<file path="config.mk">
export PLATFORM = sky130hd
export DESIGN_NAME = pkt_commit_writer
export DESIGN_NICKNAME = d
export VERILOG_FILES = /design/src/rtl/pcw_pkg.sv /design/src/rtl/pcw_byte_count.sv /design/src/rtl/pcw_gap_guard.sv /design/src/rtl/pcw_out_stage.sv /design/src/rtl/pkt_commit_writer.sv
export SDC_FILE = /design/constraint.sdc
export NUM_CORES = 1
export LEC_CHECK = 0
export BUFFER_PORTS_ARGS = -buffer_cell sky130_fd_sc_hd__buf_4
export CORE_MARGIN = 1
export CORE_UTILIZATION = 25
export CTS_CLUSTER_DIAMETER = 120
export DETAILED_ROUTE_END_ITERATION = 8
export PLACE_DENSITY = 0.51
export SYNTH_ARGS = -nofsm -noshare
export SYNTH_HDL_FRONTEND = slang
export SYNTH_SLANG_ARGS = --single-unit
</file>
<file path="constraint.sdc">
create_clock -name clk -period 3.4 [get_ports clk]
set_input_delay 0.68 -clock clk [delete_from_list [all_inputs] [get_ports clk]]
set_output_delay 0.68 -clock clk [all_outputs]
set_load 0.03 [all_outputs]
</file>
<file path="src/rtl/pcw_pkg.sv">
`timescale 1ns/1ps
package pcw_pkg;
   // bytes carried by one bus word
   function automatic int unsigned bytes_per_word(input int unsigned bus_w);
      return bus_w / 8;
   endfunction
endpackage

</file>
<file path="src/rtl/pcw_byte_count.sv">
`timescale 1ns/1ps
module pcw_byte_count #(
   parameter int unsigned BUS_W = 16,
   parameter int unsigned LEN_W = 12
) (
   input  logic             clk,
   input  logic             rst_n,
   input  logic             accept,
   input  logic             last,
   input  logic [LEN_W-1:0] auto_len,
   output logic             completes,
   output logic             cnt_zero
);
   localparam int unsigned STEP = pcw_pkg::bytes_per_word(BUS_W);
   localparam int unsigned CW   = LEN_W + 1;

   initial begin
      if (BUS_W != 8 && BUS_W != 16)
         $error("pcw_byte_count: BUS_W must be 8 or 16");
      if (LEN_W < 2)
         $error("pcw_byte_count: LEN_W too small");
   end

   logic [LEN_W-1:0] cnt_q;
   logic [CW-1:0]    cnt_next;

   generate
      if (STEP == 1) begin : g_byte_bus
         assign cnt_next = {1'b0, cnt_q} + CW'(1);
      end else begin : g_word_bus
         assign cnt_next = {1'b0, cnt_q} + CW'(2);
      end
   endgenerate

   assign completes = cnt_next >= {1'b0, auto_len};
   assign cnt_zero  = (cnt_q == '0);

   always_ff @(posedge clk) begin
      if (!rst_n)
         cnt_q <= '0;
      else if (accept)
         cnt_q <= (completes || last) ? '0 : cnt_next[LEN_W-1:0];
   end

   AST_CNT_CLEARS_ON_COMMIT: assert property (@(posedge clk) disable iff (!rst_n)
      (accept && (last || completes)) |=> cnt_zero);
endmodule

</file>
<file path="src/rtl/pcw_gap_guard.sv">
`timescale 1ns/1ps
module pcw_gap_guard (
   input  logic clk,
   input  logic rst_n,
   input  logic accept,
   input  logic completes,
   input  logic in_valid,
   input  logic in_last,
   input  logic zlp_en,
   input  logic fifo_full,
   output logic in_ready,
   output logic zlp_fire,
   output logic zlp_pend,
   output logic auto_q
);
   // auto_q marks the cycle in which an auto-completing word is on the bus
   always_ff @(posedge clk) begin
      if (!rst_n) begin
         auto_q   <= 1'b0;
         zlp_pend <= 1'b0;
      end else begin
         auto_q <= accept && completes;
         if (zlp_fire)
            zlp_pend <= 1'b0;
         else if (accept && completes && in_last && zlp_en)
            zlp_pend <= 1'b1;
      end
   end

   // a lone packet-end waits until the auto word's cycle has passed
   assign zlp_fire = zlp_pend && !auto_q;

   assign in_ready = !fifo_full && !zlp_pend && !(auto_q && in_valid && in_last);

   AST_STALL_ON_PENDING: assert property (@(posedge clk) disable iff (!rst_n)
      (accept && completes && in_last && zlp_en) |=> !in_ready);
endmodule

</file>
<file path="src/rtl/pcw_out_stage.sv">
`timescale 1ns/1ps
module pcw_out_stage #(
   parameter int unsigned BUS_W  = 16,
   parameter int unsigned ADDR_W = 2
) (
   input  logic              clk,
   input  logic              rst_n,
   input  logic              accept,
   input  logic [BUS_W-1:0]  in_data,
   input  logic              in_last,
   input  logic              completes,
   input  logic              zlp_fire,
   input  logic              zlp_pend,
   input  logic              cnt_zero,
   input  logic [ADDR_W-1:0] ep_sel,
   output logic              fifo_wr,
   output logic [BUS_W-1:0]  fifo_data,
   output logic              fifo_pktend,
   output logic [ADDR_W-1:0] fifo_addr
);
   logic addr_load;

   assign addr_load = cnt_zero && !zlp_pend && !accept && !fifo_wr && !fifo_pktend;

   always_ff @(posedge clk) begin
      if (!rst_n) begin
         fifo_wr     <= 1'b0;
         fifo_data   <= '0;
         fifo_pktend <= 1'b0;
         fifo_addr   <= '0;
      end else begin
         fifo_wr     <= accept;
         fifo_pktend <= (accept && in_last && !completes) || zlp_fire;
         if (accept)
            fifo_data <= in_data;
         if (addr_load)
            fifo_addr <= ep_sel;
      end
   end

   AST_ADDR_STABLE: assert property (@(posedge clk) disable iff (!rst_n)
      (fifo_wr || fifo_pktend) |-> $stable(fifo_addr));
endmodule

</file>
<file path="src/rtl/pkt_commit_writer.sv">
`timescale 1ns/1ps
module pkt_commit_writer #(
   parameter int unsigned BUS_W  = 16,
   parameter int unsigned LEN_W  = 12,
   parameter int unsigned ADDR_W = 2
) (
   input  logic              clk,
   input  logic              rst_n,
   input  logic              in_valid,
   input  logic [BUS_W-1:0]  in_data,
   input  logic              in_last,
   output logic              in_ready,
   input  logic [LEN_W-1:0]  auto_len,
   input  logic              zlp_en,
   input  logic [ADDR_W-1:0] ep_sel,
   input  logic              fifo_full,
   output logic              fifo_wr,
   output logic [BUS_W-1:0]  fifo_data,
   output logic              fifo_pktend,
   output logic [ADDR_W-1:0] fifo_addr,
   output logic              pkt_auto
);
   logic accept, completes, cnt_zero, zlp_fire, zlp_pend;

   assign accept = in_valid && in_ready;

   pcw_byte_count #(.BUS_W(BUS_W), .LEN_W(LEN_W)) u_count (
      .clk(clk), .rst_n(rst_n), .accept(accept), .last(in_last),
      .auto_len(auto_len), .completes(completes), .cnt_zero(cnt_zero)
   );

   pcw_gap_guard u_guard (
      .clk(clk), .rst_n(rst_n), .accept(accept), .completes(completes),
      .in_valid(in_valid), .in_last(in_last), .zlp_en(zlp_en),
      .fifo_full(fifo_full), .in_ready(in_ready), .zlp_fire(zlp_fire),
      .zlp_pend(zlp_pend), .auto_q(pkt_auto)
   );

   pcw_out_stage #(.BUS_W(BUS_W), .ADDR_W(ADDR_W)) u_out (
      .clk(clk), .rst_n(rst_n), .accept(accept), .in_data(in_data),
      .in_last(in_last), .completes(completes), .zlp_fire(zlp_fire),
      .zlp_pend(zlp_pend), .cnt_zero(cnt_zero), .ep_sel(ep_sel),
      .fifo_wr(fifo_wr), .fifo_data(fifo_data), .fifo_pktend(fifo_pktend),
      .fifo_addr(fifo_addr)
   );

   AST_GAP_AFTER_AUTO: assert property (@(posedge clk) disable iff (!rst_n)
      pkt_auto |=> !fifo_pktend);
   AST_NO_WR_WHEN_FULL: assert property (@(posedge clk) disable iff (!rst_n)
      fifo_full |=> !fifo_wr);
   AST_ONE_WRITE_PER_WORD: assert property (@(posedge clk) disable iff (!rst_n)
      (in_valid && in_ready) |=> fifo_wr);
endmodule

</file>
==> run summary, run 1 <==
Hold-fix buffers, CTS: 0
Clock latency on the worst-skew pair: 0.28 ns
Port bufs: 57
Aggregate global routing overflow: 0
Max incr delay on CP: 0.53 ns
First-pass GRT wire length: 6.82 mm
Fmax: 360 MHz
Rel. slew slack: 0.600
Routed WL: 4.11 mm
Total of max-cap violations: 0
Nets: 306
Area leader, netlist: dfxtp_1
Worst-path cell chain: ha_1, nand3_1, nand2b_1, xnor2_1, ha_1, a21o_1, a21oi_2, o21ai_4, nor3_2, a32o_1
Synth area leaders: dfxtp_1, ha_1, nand2_1
EDFF count, synth: 0
Vias in the first global route: 1562
Die W: 86.4 um
Sink Count: 33
Syn Nets: 248
Pins Over Slew Limit: 0
Power density over cell area: 345 mW/mm^2
#FFs+latches synth: 33
Clock-pin slew on the worst setup and hold paths: 0.07 ns
Period utilization: 0.817
Syn_area_per_cell: 8.90 sq um
Leak: 1.09 nW
Post-CTS Setup Inserts: 0
Hold Crit Start: u_out.fifo_data[9]
Final Setup Violations: 0
CTS tree: yes
Slew @ Worst Pin: 0.596 ns
Chip height: 86.4 um
Via count: 1551
Bufs on Longest Clock Path: 2
DRC violations left: 0
Area delta synth->final: 33.6%
Sum Neg Setup Slack: 0 ns
Vias per cell: 4.37
Die area: 0.00746 sq mm
Minimum clock period: 2.78 ns
Clock root buffer: clkbuf_8
Yosys top cell area share: 0.371
Io pins: 58
Initial core utilization: 0.260
Crit. Startpoint: u_count.cnt_q[1]
Synth unique cells: 44
Worst Path Arrival: 3.01 ns
WP data required: 3.63 ns
CP max FO: 9
Routability cong.: 0.747
Final Util: 0.348
Placement Rows: 30
Reg-to-reg startpoint: u_count.cnt_q[1]
Mapped Area: 0.00178 sq mm
DRT iter0 DRCs: 24
Asr flop ratio synth: 0
Post-CTS sizing: 0
Slowest-stage cell, CP: nor3_2
Critical path endpoint category: flip-flop
Top_reg_cell synth: dfxtp_1
Peak supply drop: 0.265 mV
Largest net degree at the start of global routing: 27
Layout cell share with drive strength beyond 1: 0.297
Buffers & Inverters on Critical Path: 0
CP Class: reg -> reg
CP top delay family: simple AND/OR/NAND/NOR gates
Post-Syn Instances: 200
Global Route Usage Sum: 0.117
Min-delay worst type: reg -> reg
Fillcell total: 745
Clock Skew: 0.00336 ns
CTS buffer count: 5
Unrepaired setup endpoints after global routing: false
HPWL after detailed placement: 3.07 mm
Final antenna-violating net count: 0
Register area share after synthesis: 0.371
Synthesis warning total: 0
Wire length per cell: 11.6 um
H-Tree Depth: 2
CP most frequent cell: ha_1
N_diodes: 0
1st-pass router iterations: 4
Number of antenna violations at the first check in global routing: 0
Core ar.: 0.00683 sq mm
Status: completed
Startpoint Class: flip-flop
Final Hold Vio Count: 0
-- through the flow --
stage                     power, mW  setup WS, ns  hold slack, ns  std cells  area (sq um)
final                         0.820         0.621           0.463        355          2380
after detailed placement      0.543         0.594           0.458        347          2290
after global placement        0.542         0.728           0.450        347          2290
after CTS                     0.832         0.583           0.468        355          2380
after global routing          0.857         0.379           0.494        355          2380
after floorplan               0.481          1.02           0.496        200          1780
-- worst paths after layout --
| check | slack, ns | depth (start not counted) | endpoint |
|---|---|---|---|
| worst min-delay path | 0.46 | 2 | u_out.fifo_data[9] |
| worst min register to register | 0.46 | 2 | u_out.fifo_data[9] |
| worst max-delay path | 0.62 | 10 | u_count.cnt_q[6] |
| worst max register to register | 0.62 | 10 | u_count.cnt_q[6] |
-- report_power, final --
group          switching [mW]  total, mW  leakage, nW  internal [mW]
sequential            0.00692      0.406        0.268          0.399
combinational          0.0659      0.127        0.781         0.0609
clock                   0.145      0.287       0.0450          0.142
-- Yosys cell counts (3+ instances only) --
cell type and number:
a21o_1 5, nand3_1 8, inv_1 15, nor4_1 3, o21ai_1 3, clkbuf_1 3
a21oi_1 3, dfxtp_1 33, a21boi_0 16, xor2_1 3, nand4_1 3, a32o_1 7
ha_1 12, xnor2_1 5, nor2_1 4, nor2b_1 4, nand2_1 40
-- cell type report --
class / instances / area, sq um / area share
inverters: 15 / 56.3 / 0.0237
well taps: 96 / 120 / 0.0505
clock inverters: 2 / 10.0 / 0.00421
multi-input cells: 144 / 1010 / 0.427
repair buffers: 59 / 443 / 0.186
clock buffers: 6 / 72.6 / 0.0305
flip-flops and latches: 33 / 661 / 0.278
-- layout by cell type, fill, tap and decap left out, types with 2 or more instances in the layout --
cell       n
ha_1      12
xnor2_1    5
clkbuf_8   5
nand2_1   40
buf_4     59
dfxtp_1   33
xor2_1     3
nand3b_1   2
and2_1     2
nor4_1     3
inv_1     15
o21ai_1    3
a21boi_0  16
a32o_1     7
nor2_1     4
a21o_1     5
clkinv_2   2
nand4_1    3
nand3_1    8
nor2b_1    4
mux2i_1    2
a21oi_1    3
and4_4     2
-- cells by family (layout without fill, tap and decap cells) --
group | count (synthesis) | after routing | share of synthesized area
multiplexers | 2 | 2 | 0.0113
XOR/XNOR | 8 | 8 | 0.0394
buffers and inverters | 23 | 82 | 0.0584
AO/OA/AOI/OAI | 43 | 43 | 0.203
flip-flops | 33 | 33 | 0.371
AND/OR/NAND/NOR | 79 | 79 | 0.233
adder cells (fa/ha/maj) | 12 | 12 | 0.0844
-- worst reg2reg max path, stage by stage (launching register included) --
cell and delay [ns]:
dfxtp_1 0.46, ha_1 0.27, nand3_1 0.18, nand2b_1 0.21, xnor2_1 0.15, ha_1 0.20, a21o_1 0.18, a21oi_2 0.20
o21ai_4 0.09, nor3_2 0.53, a32o_1 0.26
-- sequential cells by signal, summed over array words and instances, names as in the netlist --
signal             flops
u_out.fifo_pktend      1
u_out.fifo_data       16
u_guard.auto_q         1
u_out.fifo_wr          1
u_guard.zlp_pend       1
u_out.fifo_addr        2
u_count.cnt_q         11
-- layer usage --
metal / track usage / wire (um)
met5: 0 / 0
met4: 0.0409 / 51
met3: 0.0419 / 345
met2: 0.198 / 1790
met1: 0.138 / 1920
Power figures use the tool's default switching activity.
==> inputs of run 2 (changes only) <==
Settings changed: ABC_AREA set to 1.
Clock period 3.4 ns to 2.9 ns, I/O delays scaled along.
==> run summary, run 2 <==
Commonest non-fill, non-tap cells in the layout: nand2_1, buf_4, a21oi_1, dfxtp_1, inv_1 (was buf_4, nand2_1, dfxtp_1, a21boi_0, inv_1)
Area delta synth->final: 34.1% (was 33.6%)
Area occupied by multi-input gates: 973 sq um (was 0.00101 sq mm)
Die area: 0.00763 sq mm (was 0.00746 sq mm)
Post-Syn Instances: 260 (was 200)
Largest net degree at the start of global routing: 39 (was 27)
Via count: 1782 (was 1551)
Worst reg2reg setup slack: 0.59 ns (was 0.62 ns)
Mux share of post-synthesis cell area: 0 (was 0.0113)
Final Setup Violations: 0 (unchanged)
Slew @ Worst Pin: 0.645 ns (was 0.596 ns)
First-pass GRT wire length: 7.60 mm (was 6.82 mm)
Bufs on Longest Clock Path: 2 (unchanged)
Post-synthesis compound-gate area fraction: 0.132 (was 0.203)
Post-CTS sizing: 0 (unchanged)
Worst Path Arrival: 2.52 ns (was 3.01 ns)
Clock latency on the worst-skew pair: 0.28 ns (about the same)
Vias in the first global route: 1686 (was 1562)
Routed WL: 4.63 mm (was 4.11 mm)
Nets: 362 (was 306)
Port bufs: 57 (unchanged)
Placement Rows: 30 (unchanged)
Clock Skew: 0.00347 ns (was 0.00336 ns)
H-Tree Depth: 2 (unchanged)
Placed cell areas: 0.00232 sq mm (was 0.00229 sq mm)
Aggregate global routing overflow: 0 (unchanged)
CTS buffer count: 5 (unchanged)
Initial core utilization: 0.264 (was 0.260)
Sum Neg Setup Slack: 0 ns (unchanged)
Die W: 87.3 um (was 86.4 um)
Vias per cell: 4.34 (was 4.37)
Mapped Area: 0.00182 sq mm (was 0.00178 sq mm)
Period utilization: 0.795 (was 0.817)
Hold Path Depth: 2 (unchanged)
Min-delay worst type: reg -> reg (unchanged)
R2r endpoint: u_guard.zlp_pend (was u_count.cnt_q[6])
WP data required: 3.12 ns (was 3.63 ns)
Final antenna-violating net count: 0 (unchanged)
Final Hold Vio Count: 0 (unchanged)
Max FFs per register: 16 (unchanged)
Fillcell total: 766 (was 745)
Asr flop ratio synth: 0 (unchanged)
EDFF count, synth: 0 (unchanged)
Final Util: 0.353 (was 0.348)
Post-synthesis simple-gate area fraction: 0.291 (was 0.233)
Post-Synth XOR/XNOR Area: 0.0289 (was 0.0394)
Leak: 1.15 nW (was 1.09 nW)
Worst Hold Endpoint: u_out.fifo_data[8] (was u_out.fifo_data[9])
Synth area leaders: dfxtp_1, nand2_1, a21oi_1 (was dfxtp_1, ha_1, nand2_1)
Layout cell share with drive strength beyond 1: 0.244 (was 0.297)
Commonest non-fill, non-tap cell in the layout: nand2_1 (was buf_4)
Core ar.: 0.00691 sq mm (was 0.00683 sq mm)
HPWL after detailed placement: 3.30 mm (was 3.07 mm)
Fmax: 434 MHz (was 360 MHz)
Regs by FF count: u_out.fifo_data x16, u_count.cnt_q x11, u_out.fifo_addr x2 (unchanged)
Sink Count: 33 (unchanged)
Pins Over Slew Limit: 0 (unchanged)
DRT iter0 DRCs: 76 (was 24)
Chip height: 87.3 um (was 86.4 um)
Syn_area_per_cell: 7.00 sq um (was 8.90 sq um)
Number of antenna violations at the first check in global routing: 0 (unchanged)
Adder-Cell Fraction of Synth Area: 0.0825 (was 0.0844)
Post-CTS Setup Inserts: 0 (unchanged)
Synth cell count leaders: nand2_1, a21oi_1, dfxtp_1, inv_1, nor2_1 (was nand2_1, dfxtp_1, a21boi_0, inv_1, ha_1)
Unrepaired setup endpoints after global routing: false (unchanged)
Hold Crit Start: u_out.fifo_data[8] (was u_out.fifo_data[9])
Wire length per cell: 11.3 um (was 11.6 um)
Area leader, netlist: dfxtp_1 (unchanged)
FF-to-FF path depth: 14 (was 10)
Startpoint Class: flip-flop (unchanged)
Routability cong.: 0.770 (was 0.747)
Syn Nets: 308 (was 248)
CTS tree: yes (unchanged)
Synthesis warning total: 0 (unchanged)
Synth unique cells: 27 (was 44)
Main combinational cell family by area after synthesis: simple AND/OR/NAND/NOR gates (unchanged)
Most flops, register: u_out.fifo_data (unchanged)
Peak supply drop: 0.333 mV (was 0.265 mV)
Clock root buffer: clkbuf_8 (unchanged)
CP Class: reg -> reg (unchanged)
DRC violations left: 0 (unchanged)
Total of max-cap violations: 0 (unchanged)
N_diodes: 0 (unchanged)
Global Route Usage Sum: 0.130 (was 0.117)
Rel. slew slack: 0.570 (was 0.600)
1st-pass router iterations: 4 (unchanged)
Critical path endpoint category: flip-flop (unchanged)
Hold-fix buffers, CTS: 0 (unchanged)
Reg-to-reg startpoint: u_count.cnt_q[1] (unchanged)
Io pins: 58 (unchanged)
Yosys top cell area share: 0.363 (was 0.371)
Status: completed (unchanged)
CP max FO: 13 (was 9)
Register area share after synthesis: 0.363 (was 0.371)
Sequential Area: 661 sq um (unchanged)
Power density over cell area: 480 mW/mm^2 (was 345 mW/mm^2)
Top_reg_cell synth: dfxtp_1 (unchanged)
Post-Layout Inst Area: 0.00244 sq mm (was 0.00238 sq mm)
Minimum clock period: 2.31 ns (was 2.78 ns)
Most common cell in the netlist: nand2_1 (unchanged)
Clock-pin slew on the worst setup and hold paths: 0.07 ns (about the same)
#FFs+latches synth: 33 (unchanged)
## run 2: changes by cell type after synthesis, sizes merged, moves of 4 or more
cell	previous run	this run
nor2b	4	0
nand4	3	14
a21boi	16	0
xnor2	5	1
o21ai	4	12
nand2	41	66
a21oi	4	33
inv	15	33
nand3	9	13
a32o	7	0
nor2	5	20
a21o	5	0
## run 2: worst max-delay path: stages (launching register included)
cell and delay (ns):
dfxtp_1 0.40, ha_1 0.25, nand2_1 0.10, nor2_2 0.18, nand2_1 0.08, xor2_1 0.16, inv_2 0.05, ha_1 0.27
nand2_1 0.06, o21a_1 0.18, nand2_1 0.10, nand2_4 0.12, nand2_1 0.10, nand2_1 0.06, a21oi_1 0.12
## run 2: cells by family after synthesis
group	Yosys count
XOR/XNOR	6
AND/OR/NAND/NOR	117
adder cells (fa/ha/maj)	12
AO/OA/AOI/OAI	47
flip-flops	33
buffers and inverters	45
## run 2: power breakdown
group / internal [mW] / switching, mW / total [mW]
registers: 0.478 / 0.0194 / 0.497
clock network: 0.279 / 0.174 / 0.453
logic: 0.0940 / 0.128 / 0.222
## run 2: layout make-up
type                    instances  share of cell area
clock inverters                 2              0.0154
clock buffers                   6              0.0338
well taps                      96              0.0492
repair buffers                 59               0.181
multi-input cells             182               0.399
flip-flops and latches         33               0.271
inverters                      33              0.0507
## run 2: worst max-delay path by stage
stage                     startpoint           endpoint  slack (ns)  cells past startpoint
finish              u_count.cnt_q[1]   u_guard.zlp_pend        0.59                     14
global placement    u_count.cnt_q[1]   u_guard.zlp_pend        0.67                     14
CTS                 u_count.cnt_q[1]   u_guard.zlp_pend        0.58                     14
floorplan           u_count.cnt_q[1]  u_out.fifo_pktend        0.79                     14
detailed placement  u_count.cnt_q[1]   u_guard.zlp_pend        0.61                     14
global route        u_count.cnt_q[3]     u_guard.auto_q        0.33                     12
## run 2: per-stage QoR
step / setup slack, ns / hold WS [ns] / power, mW / cells
after floorplan: 0.787 / 0.458 / 0.642 / 260
after global placement: 0.671 / 0.452 / 0.730 / 403
after CTS: 0.584 / 0.468 / 1.19 / 411
final: 0.593 / 0.465 / 1.17 / 411
after global routing: 0.326 / 0.484 / 1.24 / 411
after detailed placement: 0.615 / 0.456 / 0.732 / 403
## run 2: routing by layer
metal  wire length (um)  track usage  up-vias
met5                  0            0        -
met3                224       0.0389        4
met4                 48       0.0447        0
met2               2200        0.210       36
li1                   -            -      954
met1               2150        0.163      788
==> inputs of run 3 (changes only) <==
Settings changed: ABC_AREA 1 to 0.
Clock period 2.9 ns to 2.3 ns, I/O delays scaled along.
==> run summary, run 3 (same netlist as run 1, synthesis figures left out) <==
FF-to-FF path depth: 11 (was 14)
CP max FO: 5 (was 13)
DRC violations left: 0 (unchanged)
Area occupied by multi-input gates: 0.00123 sq mm (was 973 sq um)
Port bufs: 57 (unchanged)
Leak: 1.32 nW (was 1.15 nW)
Hold Crit Start: in_data[5] (was u_out.fifo_data[8])
Area delta synth->final: 62.4% (was 34.1%)
Wire length per cell: 12.3 um (was 11.3 um)
H-Tree Depth: 2 (unchanged)
CTS tree: yes (unchanged)
Io pins: 58 (unchanged)
Peak supply drop: 0.253 mV (was 0.333 mV)
Most flops, register: u_out.fifo_data (unchanged)
Placement Rows: 30 (unchanged)
Regs by FF count: u_out.fifo_data x16, u_count.cnt_q x11, u_out.fifo_addr x2 (unchanged)
Die W: 86.4 um (was 87.3 um)
Pre-CTS setup slack: -0.196 ns (was 0.615 ns)
N_diodes: 0 (unchanged)
Sink Count: 33 (unchanged)
Aggregate global routing overflow: 0 (unchanged)
Final Setup Violations: 1 (was 0)
Worst Path Arrival: 2.47 ns (was 2.52 ns)
Reg-to-reg startpoint: u_count.cnt_q[8] (was u_count.cnt_q[1])
Power density over cell area: 478 mW/mm^2 (was 480 mW/mm^2)
Number of antenna violations at the first check in global routing: 0 (unchanged)
Routability cong.: 0.748 (was 0.770)
Pins Over Slew Limit: 0 (unchanged)
Violated checks: negative setup slack
Worst-path cell chain: and4_4, nand3_4, nor2_4, xnor2_2, inv_2, ha_4, nand3_4, a211oi_4, nor3_4, buf_6, a32o_1 (was ha_1, nand2_1, nor2_2, nand2_1, xor2_1, inv_2, ha_1, nand2_1, o21a_1, nand2_1, nand2_4, nand2_1, nand2_1, a21oi_1)
Final Util: 0.423 (was 0.353)
Fillcell total: 712 (was 766)
Routed WL: 4.78 mm (was 4.63 mm)
Status: finished with violations (was completed)
Initial core utilization: 0.260 (was 0.264)
Clock root buffer: clkbuf_8 (unchanged)
Via count: 1730 (was 1782)
Placed insts: 370 (was 403)
Total of max-cap violations: 0 (unchanged)
CP Class: reg -> reg (unchanged)
Slew @ Worst Pin: 0.469 ns (was 0.645 ns)
Clock Skew: 0.0123 ns (was 0.00347 ns)
R2r endpoint: u_count.cnt_q[4] (was u_guard.zlp_pend)
Max FFs per register: 16 (unchanged)
Vias per cell: 4.47 (was 4.34)
Sum Neg Setup Slack: -0.00407 ns (was 0 ns)
Commonest non-fill, non-tap cells in the layout: buf_4, nand2_1, dfxtp_1, a21boi_0, inv_1 (was nand2_1, buf_4, a21oi_1, dfxtp_1, inv_1)
Max incr delay on CP: 0.36 ns (was 0.40 ns)
Nets: 338 (was 362)
Global Route Usage Sum: 0.138 (was 0.130)
Rel. slew slack: 0.685 (was 0.570)
First-pass GRT wire length: 7.95 mm (was 7.60 mm)
CP most frequent cell: nand3_4 (was nand2_1)
Clock-pin slew on the worst setup and hold paths: 0.08 ns (was 0.07 ns)
Slowest-stage cell, CP: a211oi_4 (was dfxtp_1)
Sequential Area: 673 sq um (was 661 sq um)
Commonest non-fill, non-tap cell in the layout: buf_4 (was nand2_1)
Hold Path Depth: 3 (was 2)
Buffers & Inverters on Critical Path: 2 (was 1)
Final setup margin: -0.00407 ns (was 0.593 ns)
Post-route insts no fill: 387 (was 411)
Startpoint Class: flip-flop (unchanged)
1st-pass router iterations: 4 (unchanged)
Power Total: 1.38 mW (was 1.17 mW)
Largest net degree at the start of global routing: 24 (was 39)
Min-delay worst type: in -> reg (was reg -> reg)
Chip height: 86.4 um (was 87.3 um)
Vias in the first global route: 1703 (was 1686)
Core ar.: 0.00683 sq mm (was 0.00691 sq mm)
Minimum clock period: 2.30 ns (was 2.31 ns)
Final Hold Vio Count: 0 (unchanged)
Final antenna-violating net count: 0 (unchanged)
Layout cell share with drive strength beyond 1: 0.478 (was 0.244)
Unrepaired setup endpoints after global routing: true (was false)
HPWL after detailed placement: 3.44 mm (was 3.30 mm)
Critical path endpoint category: flip-flop (unchanged)
CP top delay family: simple AND/OR/NAND/NOR gates (unchanged)
Worst reg2reg setup slack: -0.004 ns (was 0.59 ns)
WP data required: 2.47 ns (was 3.12 ns)
CTS buffer count: 5 (unchanged)
Worst Hold Endpoint: u_out.fifo_data[5] (was u_out.fifo_data[8])
Period utilization: 1.00 (was 0.795)
Die area: 0.00746 sq mm (was 0.00763 sq mm)
DRT iter0 DRCs: 53 (was 76)
Clock latency on the worst-skew pair: 0.28 ns (about the same)
Fmax: 434 MHz (about the same)
Hold-fix buffers, CTS: 0 (unchanged)
Bufs on Longest Clock Path: 2 (unchanged)
## run 3: through the flow
stage,hold WS [ns],area (sq um)
5_1_grt,0.426,2890
6_report,0.425,2890
2_1_floorplan,0.489,1800
3_5_place_dp,0.457,2490
3_3_place_gp,0.450,2490
4_1_cts,0.417,2760
## run 3: how the worst max path moves through the flow
stage / startpoint / slack [ns] / to / cells after the start
after detailed placement: u_count.cnt_q[2] / -0.20 / u_count.cnt_q[7] / 10
final: u_count.cnt_q[8] / -0.004 / u_count.cnt_q[4] / 11
after floorplan: u_count.cnt_q[3] / 0.02 / u_count.cnt_q[6] / 11
after CTS: u_count.cnt_q[5] / -0.0003 / u_count.cnt_q[8] / 11
after global routing: u_count.cnt_q[8] / -0.12 / u_guard.zlp_pend / 11
after global placement: u_count.cnt_q[2] / -0.17 / u_count.cnt_q[6] / 10
## run 3: per-layer routing
| metal | vias to the layer above | track usage | wire length, um |
|---|---|---|---|
| li1 | 878 | - | - |
| met1 | 796 | 0.173 | 2240 |
| met2 | 50 | 0.229 | 2150 |
| met3 | 6 | 0.0438 | 332 |
| met4 | 0 | 0.0364 | 52 |
| met5 | - | 0 | 0 |
## run 3: cell type report
class                   instances  area share
flip-flops and latches         33       0.233
clock inverters                 1      0.0104
multi-input cells             144       0.427
well taps                      96      0.0416
clock buffers                   7      0.0299
repair buffers                 91       0.239
inverters                      15      0.0195
## run 3: power by group
group / total (mW) / leakage [nW] / internal [mW] / switching [mW]
registers: 0.597 / 0.272 / 0.587 / 0.00945
logic: 0.210 / 0.990 / 0.101 / 0.109
clock network: 0.574 / 0.0585 / 0.354 / 0.221
total: 1.38 / 1.32 / 1.04 / 0.339
## run 3: what timing repair did
item / CTS / global route
gates resized for setup: 25 / 12
pin swaps: 17 / 14
setup buffers: 3 / 6
endpoints found under the setup margin: 14 / 14
## run 3: worst min-delay path, cell delays in order
cell and delay [ns]:
buf_4 0.11, nand2_1 0.04, a21boi_0 0.06
